**src/rtl/opsub_pkg.sv**
```systemverilog
package opsub_pkg;
  localparam int OP_W  = 8;
  localparam int TAG_W = 3;
  localparam int IDX_W = OP_W - TAG_W;

  typedef logic [OP_W-1:0]  op_t;
  typedef logic [IDX_W-1:0] idx_t;
  typedef logic [TAG_W-1:0] tag_t;

  // A byte is reserved when its low field equals the tag.
  function automatic logic is_reserved(input op_t b, input tag_t tag);
    return b[TAG_W-1:0] == tag;
  endfunction

  // Substitute opcode for table slot i.
  function automatic op_t sub_entry(input idx_t i, input op_t mask);
    return {i, {TAG_W{1'b0}}} ^ mask;
  endfunction

  function automatic idx_t upper_idx(input op_t b);
    return b[OP_W-1:TAG_W];
  endfunction
endpackage

```
**src/rtl/opsub_table.sv**
```systemverilog
module opsub_table
  import opsub_pkg::*;
#(
  parameter op_t SUB_MASK = 8'hEA
) (
  input  idx_t idx,
  output op_t  sub_op
);
  localparam int DEPTH = 1 << IDX_W;

  op_t rom [DEPTH];

  for (genvar i = 0; i < DEPTH; i++) begin : g_rom
    assign rom[i] = sub_entry(idx_t'(i), SUB_MASK);
  end

  assign sub_op = rom[idx];
endmodule

```
**src/rtl/opsub_tracker.sv**
```systemverilog
module opsub_tracker
  import opsub_pkg::*;
#(
  parameter tag_t RSV_TAG = 3'b011,
  parameter int   CNT_W   = 3
) (
  input  logic             clk,
  input  logic             rst,
  input  logic             fetch_strb,
  input  logic             phi2,
  input  op_t              mem_data,
  output logic             fetch_event,
  output logic             phi2_fall,
  output logic             fetch_seen,
  output op_t              op_latched,
  output logic [CNT_W-1:0] cyc_count,
  output logic             ext_flag
);
  localparam logic [CNT_W-1:0] CNT_MAX = {CNT_W{1'b1}};

  logic phi2_q;
  logic seen_q;

  assign phi2_fall   = phi2_q & ~phi2;
  assign fetch_event = phi2 & fetch_strb & ~seen_q;
  assign fetch_seen  = seen_q;

  always_ff @(posedge clk) begin
    if (rst) begin
      phi2_q     <= 1'b0;
      seen_q     <= 1'b0;
      op_latched <= '0;
      cyc_count  <= '0;
      ext_flag   <= 1'b0;
    end else begin
      phi2_q <= phi2;
      if (phi2_fall)
        seen_q <= 1'b0;
      else if (fetch_event)
        seen_q <= 1'b1;

      if (fetch_event) begin
        op_latched <= mem_data;
        ext_flag   <= is_reserved(mem_data, RSV_TAG);
        cyc_count  <= '0;
      end else if (phi2_fall && cyc_count != CNT_MAX) begin
        cyc_count <= cyc_count + 1'b1;
      end
    end
  end
endmodule

```
**src/rtl/opsub_mux.sv**
```systemverilog
module opsub_mux
  import opsub_pkg::*;
#(
  parameter tag_t RSV_TAG = 3'b011
) (
  input  logic clk,
  input  logic rst,
  input  logic fetch_strb,
  input  logic delay_mode,
  input  op_t  mem_data,
  input  op_t  sub_op,
  input  logic fetch_event,
  input  logic phi2_fall,
  input  logic fetch_seen,
  output op_t  cpu_data,
  output logic pend_active
);
  logic arm_q;
  logic pend_q;
  op_t  pend_op_q;
  logic rsv_now;

  assign rsv_now     = is_reserved(mem_data, RSV_TAG);
  assign pend_active = pend_q;

  always_ff @(posedge clk) begin
    if (rst) begin
      arm_q     <= 1'b0;
      pend_q    <= 1'b0;
      pend_op_q <= '0;
    end else begin
      if (fetch_event && delay_mode && rsv_now && !pend_q && !arm_q) begin
        arm_q     <= 1'b1;
        pend_op_q <= sub_op;
      end
      if (phi2_fall) begin
        if (arm_q) begin
          arm_q  <= 1'b0;
          pend_q <= 1'b1;
        end else if (pend_q && fetch_seen) begin
          pend_q <= 1'b0;
        end
      end
    end
  end

  always_comb begin
    if (fetch_strb && pend_q)
      cpu_data = pend_op_q;
    else if (fetch_strb && !delay_mode && rsv_now)
      cpu_data = sub_op;
    else
      cpu_data = mem_data;
  end
endmodule

```
**src/rtl/opsub_interposer.sv**
```systemverilog
module opsub_interposer
  import opsub_pkg::*;
#(
  parameter tag_t RSV_TAG  = 3'b011,
  parameter op_t  SUB_MASK = 8'hEA,
  parameter int   CNT_W    = 3
) (
  input  logic             clk,
  input  logic             rst,
  input  logic             fetch_strb,
  input  logic             phi2,
  input  logic             delay_mode,
  input  logic [7:0]       mem_data,
  output logic [7:0]       cpu_data,
  output logic [7:0]       op_latched,
  output logic [CNT_W-1:0] cyc_count,
  output logic             ext_flag
);
  logic fetch_event;
  logic phi2_fall;
  logic fetch_seen;
  logic pend_active;
  op_t  sub_op;

  opsub_table #(.SUB_MASK(SUB_MASK)) u_table (
    .idx    (upper_idx(mem_data)),
    .sub_op (sub_op)
  );

  opsub_tracker #(.RSV_TAG(RSV_TAG), .CNT_W(CNT_W)) u_track (
    .clk         (clk),
    .rst         (rst),
    .fetch_strb  (fetch_strb),
    .phi2        (phi2),
    .mem_data    (mem_data),
    .fetch_event (fetch_event),
    .phi2_fall   (phi2_fall),
    .fetch_seen  (fetch_seen),
    .op_latched  (op_latched),
    .cyc_count   (cyc_count),
    .ext_flag    (ext_flag)
  );

  opsub_mux #(.RSV_TAG(RSV_TAG)) u_mux (
    .clk         (clk),
    .rst         (rst),
    .fetch_strb  (fetch_strb),
    .delay_mode  (delay_mode),
    .mem_data    (mem_data),
    .sub_op      (sub_op),
    .fetch_event (fetch_event),
    .phi2_fall   (phi2_fall),
    .fetch_seen  (fetch_seen),
    .cpu_data    (cpu_data),
    .pend_active (pend_active)
  );
endmodule

```
**config.mk**
```make
export PLATFORM = sky130hd
export DESIGN_NAME = opsub_interposer
export DESIGN_NICKNAME = d
export VERILOG_FILES = /design/src/rtl/opsub_pkg.sv /design/src/rtl/opsub_table.sv /design/src/rtl/opsub_tracker.sv /design/src/rtl/opsub_mux.sv /design/src/rtl/opsub_interposer.sv
export SDC_FILE = /design/constraint.sdc
export NUM_CORES = 1
export LEC_CHECK = 0
export ABC_AREA = 1
export BUFFER_PORTS_ARGS = -buffer_cell sky130_fd_sc_hd__buf_2
export CAP_MARGIN = 30
export CORE_ASPECT_RATIO = 0.7
export CORE_UTILIZATION = 50
export CTS_CLUSTER_SIZE = 28
export DETAILED_ROUTE_END_ITERATION = 6
export PLACE_DENSITY = 0.79
export SLEW_MARGIN = 10
export SYNTH_ARGS = -nofsm -noshare
export SYNTH_HDL_FRONTEND = slang
export SYNTH_SLANG_ARGS = --single-unit
```
**constraint.sdc**
```tcl
create_clock -name clk -period 2.4 [get_ports clk]
set_clock_uncertainty 0.1 [all_clocks]
set_input_delay 0.72 -clock clk [delete_from_list [all_inputs] [get_ports clk]]
set_output_delay 0.72 -clock clk [all_outputs]
set_load 0.03 [all_outputs]
```
==> flow_summary.ini <==
[floorplanning]
fp.dieArea_sq_um = 2279
io_pins = 33
core_sq_um = 1903
start_util_pct = 54.90
fp.dieW_um = 56.64
die_height_um = 40.25
rows = 13

[power_and_ir_drop]
switching_share_pct = 27.66
power_frac_clock_pct = 34.8
leakage_nw = 0.6817
p_int_mw = 0.6000
seqPwrFrac_pct = 46.7
ir_drop_uv = 561.4
power_density_nw_per_um2 = 606.0
p_comb_share_pct = 18.5
p_switching_mw = 0.2294

[global_routing]
antenna_found_initial = 0
grt_overflow = 0
grtUsageTotal_pct = 24.43
grt_max_degree = 16
grt_pass1_vias = 889
grt_pass1_wl_mm = 4.029

[sta]
rsz0062_at_grt = yes
fin_crit_ns = 2.369
relSlewSlack_pct = 71.76
layout_worst_path_cycle_share_pct = 98.71
finalHoldViolations = 0
maxSlewViolCount = 0
tns_ns = 0
fin_hold_ws_ns = 0.3798
max_freq_ghz = 0.4221
setup_viol = 0
worst_slew_pin_slew_ns = 0.4232

[layout]
syn2layout_area_growth_pct = 31.02
fin_area_sq_um = 1369
nets = 198
n_fill_cell = 162
n_antenna_cell = 0
drive_gt1_share_pct = 32.42

[clocking]
numCtsBuffers = 3
cts_buffer_depth = 2
clkSinkCount = 22
cts_tree = done
insertion_delay_ns = 0.31
clockRootBuffer = clkbuf_4
htreeDepth = 1
cts_hold_buf = 0
clk_pin_slew_worst_paths_ns = 0.13

[worst_setup_path]
worst_setup_path_start_kind = input port
crit_path_end_kind = output pin
r2r_start = u_track.cyc_count[0]$_SDFFE_PP0P_
timing.rr.end = u_track.cyc_count[1]$_SDFFE_PP0P_
crit_type = input port to output pin
critical_path_required_ns = 1.58
rr_worst_depth = 6
cp_max_fo = 4
arrival_ns = 1.55
ff2ff_setup_slack_ns = 1.09

[hold_path]
hold_depth = 2
hold_end = u_mux.pend_op_q[1]$_SDFFE_PP0P_
min-delay-start = u_mux.pend_op_q[1]$_SDFFE_PP0P_
hold_path.class = register to register

[synthesis]
ys.warnings.count = 0
synth_edf_count = 0
syn_area_sq_um = 1045
synthSimpleGateAreaFrac_pct = 35.57
synthArstFlopShare_pct = 0
synth_top_family_by_area = simple AND/OR/NAND/NOR gates
synth_flop_cell = dfxtp_1
synth_fp_nets = 158
syn_avg_cell_area_sq_um = 7.306
synth_mux_area_share_pct = 0
synth_compound_gate_area_share_pct = 12.93
ys_seq_area_share_pct = 42.16
synthCells = 143
synth_fa_ha_area_share_pct = 2.395
synth_seq_cells = 22
synth_xor_area_share_pct = 0
synth_cell_types = 21

[placed_design]
hpwl_mm = 1.955
place_area_sq_um = 1254
io_buffers = 32
routabilityCongestion = 0.8182

[routing]
wire_per_inst_um = 12.91
via_count = 1094
drt_drc_violations_left = 0
drtPass1Iterations = 6
drtIter0Drc = 50
finalWirelength_mm = 2.633
routed_via_density = 5.363
ant_nets = 0

[flow_run]
maxCapViolations = 0

[status]
status = finished clean
[power groups by stage]
stage / Combinational, mW / Clock (mW) / Sequential, mW
6_report: 0.154 / 0.288 / 0.387
5_1_grt: 0.166 / 0.304 / 0.389
4_1_cts: 0.141 / 0.290 / 0.387
3_5_place_dp: 0.140 / 0 / 0.395
3_3_place_gp: 0.137 / 0 / 0.395
2_1_floorplan: 0.0709 / 0 / 0.416
[cell usage in the layout (no fill, tap or decap), drive strengths merged]
master | synthesis | layout
nand2 | 35 | 35
clkbuf | 0 | 3
buf | 2 | 37
nand3b | 1 | 1
dfxtp | 22 | 22
inv | 15 | 15
nor2 | 23 | 23
o21ai | 12 | 12
nand3 | 18 | 18
ha | 2 | 2
a211oi | 1 | 1
bufinv | 0 | 1
a21oi | 12 | 12
[worst max-delay path, cell delays in order]
cell and delay, ns:
buf_2 0.10, nand2_2 0.06, nor2_4 0.18, buf_6 0.14
nand3_1 0.08, nand3_2 0.07, nand2_1 0.06, buf_6 0.14
[cell families (layout without fill, tap and decap cells)]
kind of cell	after synthesis	after routing
AND/OR/NAND/NOR	77	77
flip-flops	22	22
buffers and inverters	17	56
adder cells (fa/ha/maj)	2	2
AO/OA/AOI/OAI	25	25
[cell usage after synthesis (2+ instances only)]
cell type / count / area [sq um]
ha_1: 2 / 25.02
a21oi_2: 2 / 17.52
nand3_1: 17 / 85.08
a21oi_1: 10 / 50.05
nor2_4: 3 / 33.78
nor2_1: 18 / 67.56
o21ai_1: 4 / 20.02
o21ai_0: 8 / 40.04
nand2_1: 33 / 123.9
inv_2: 3 / 11.26
dfxtp_1: 22 / 440.4
inv_1: 12 / 45.04
[state kept, by name (all words and copies together) (netlist names)]
register	flops
u_mux.pend_op_q	6
u_track.cyc_count	3
u_mux.pend_active	1
u_track.fetch_seen	1
u_track.phi2_q	1
u_track.ext_flag	1
u_mux.arm_q	1
u_track.op_latched	8
[worst max-delay path by stage]
stage	from	end
2_1_floorplan	fetch_strb	cpu_data[1]
3_3_place_gp	fetch_strb	cpu_data[4]
3_5_place_dp	mem_data[1]	cpu_data[7]
4_1_cts	mem_data[1]	cpu_data[6]
5_1_grt	fetch_strb	cpu_data[5]
6_report	mem_data[1]	cpu_data[7]
[layout make-up]
cell class,count,area [sq um],share of cell area [%]
Inverter,15,56.30,4.113
Timing Repair Buffer,37,232.7,17.00
Multi-Input combinational cell,104,559.3,40.86
Clock buffer,3,22.52,1.645
Clock inverter,1,30.03,2.194
Tap cell,22,27.53,2.011
Sequential cell,22,440.4,32.18
[metrics by stage]
stage                     power [mW]  setup slack, ns  utilization (%)  cells
final                         0.8294          0.03098            71.93    204
after floorplan               0.4865          0.02149                -    143
after detailed placement      0.5351        -0.008356            65.88    200
after global routing          0.8584         -0.04537            71.93    204
after global placement        0.5316          0.02501            65.88    200
after CTS                     0.8183         0.007820            68.77    204
[metal layers]
metal	up-vias	GRT usage (%)	part of all wire [%]	wire, um
met1	487	31.84	43	1140
met3	6	6.774	9.5	249
li1	541	-	-	-
met2	60	40.00	46	1209
met5	-	0	0	0
met4	0	8.537	1.3	33
[what timing repair did]
| item | in CTS | in global routing |
|---|---|---|
| endpoints found under the setup margin | 1 | 7 |
| pin swaps | 0 | 8 |
| resized for setup | 1 | 20 |
| buffers inserted | 0 | 0 |
No activity file was read; power rests on OpenSTA's default activity.
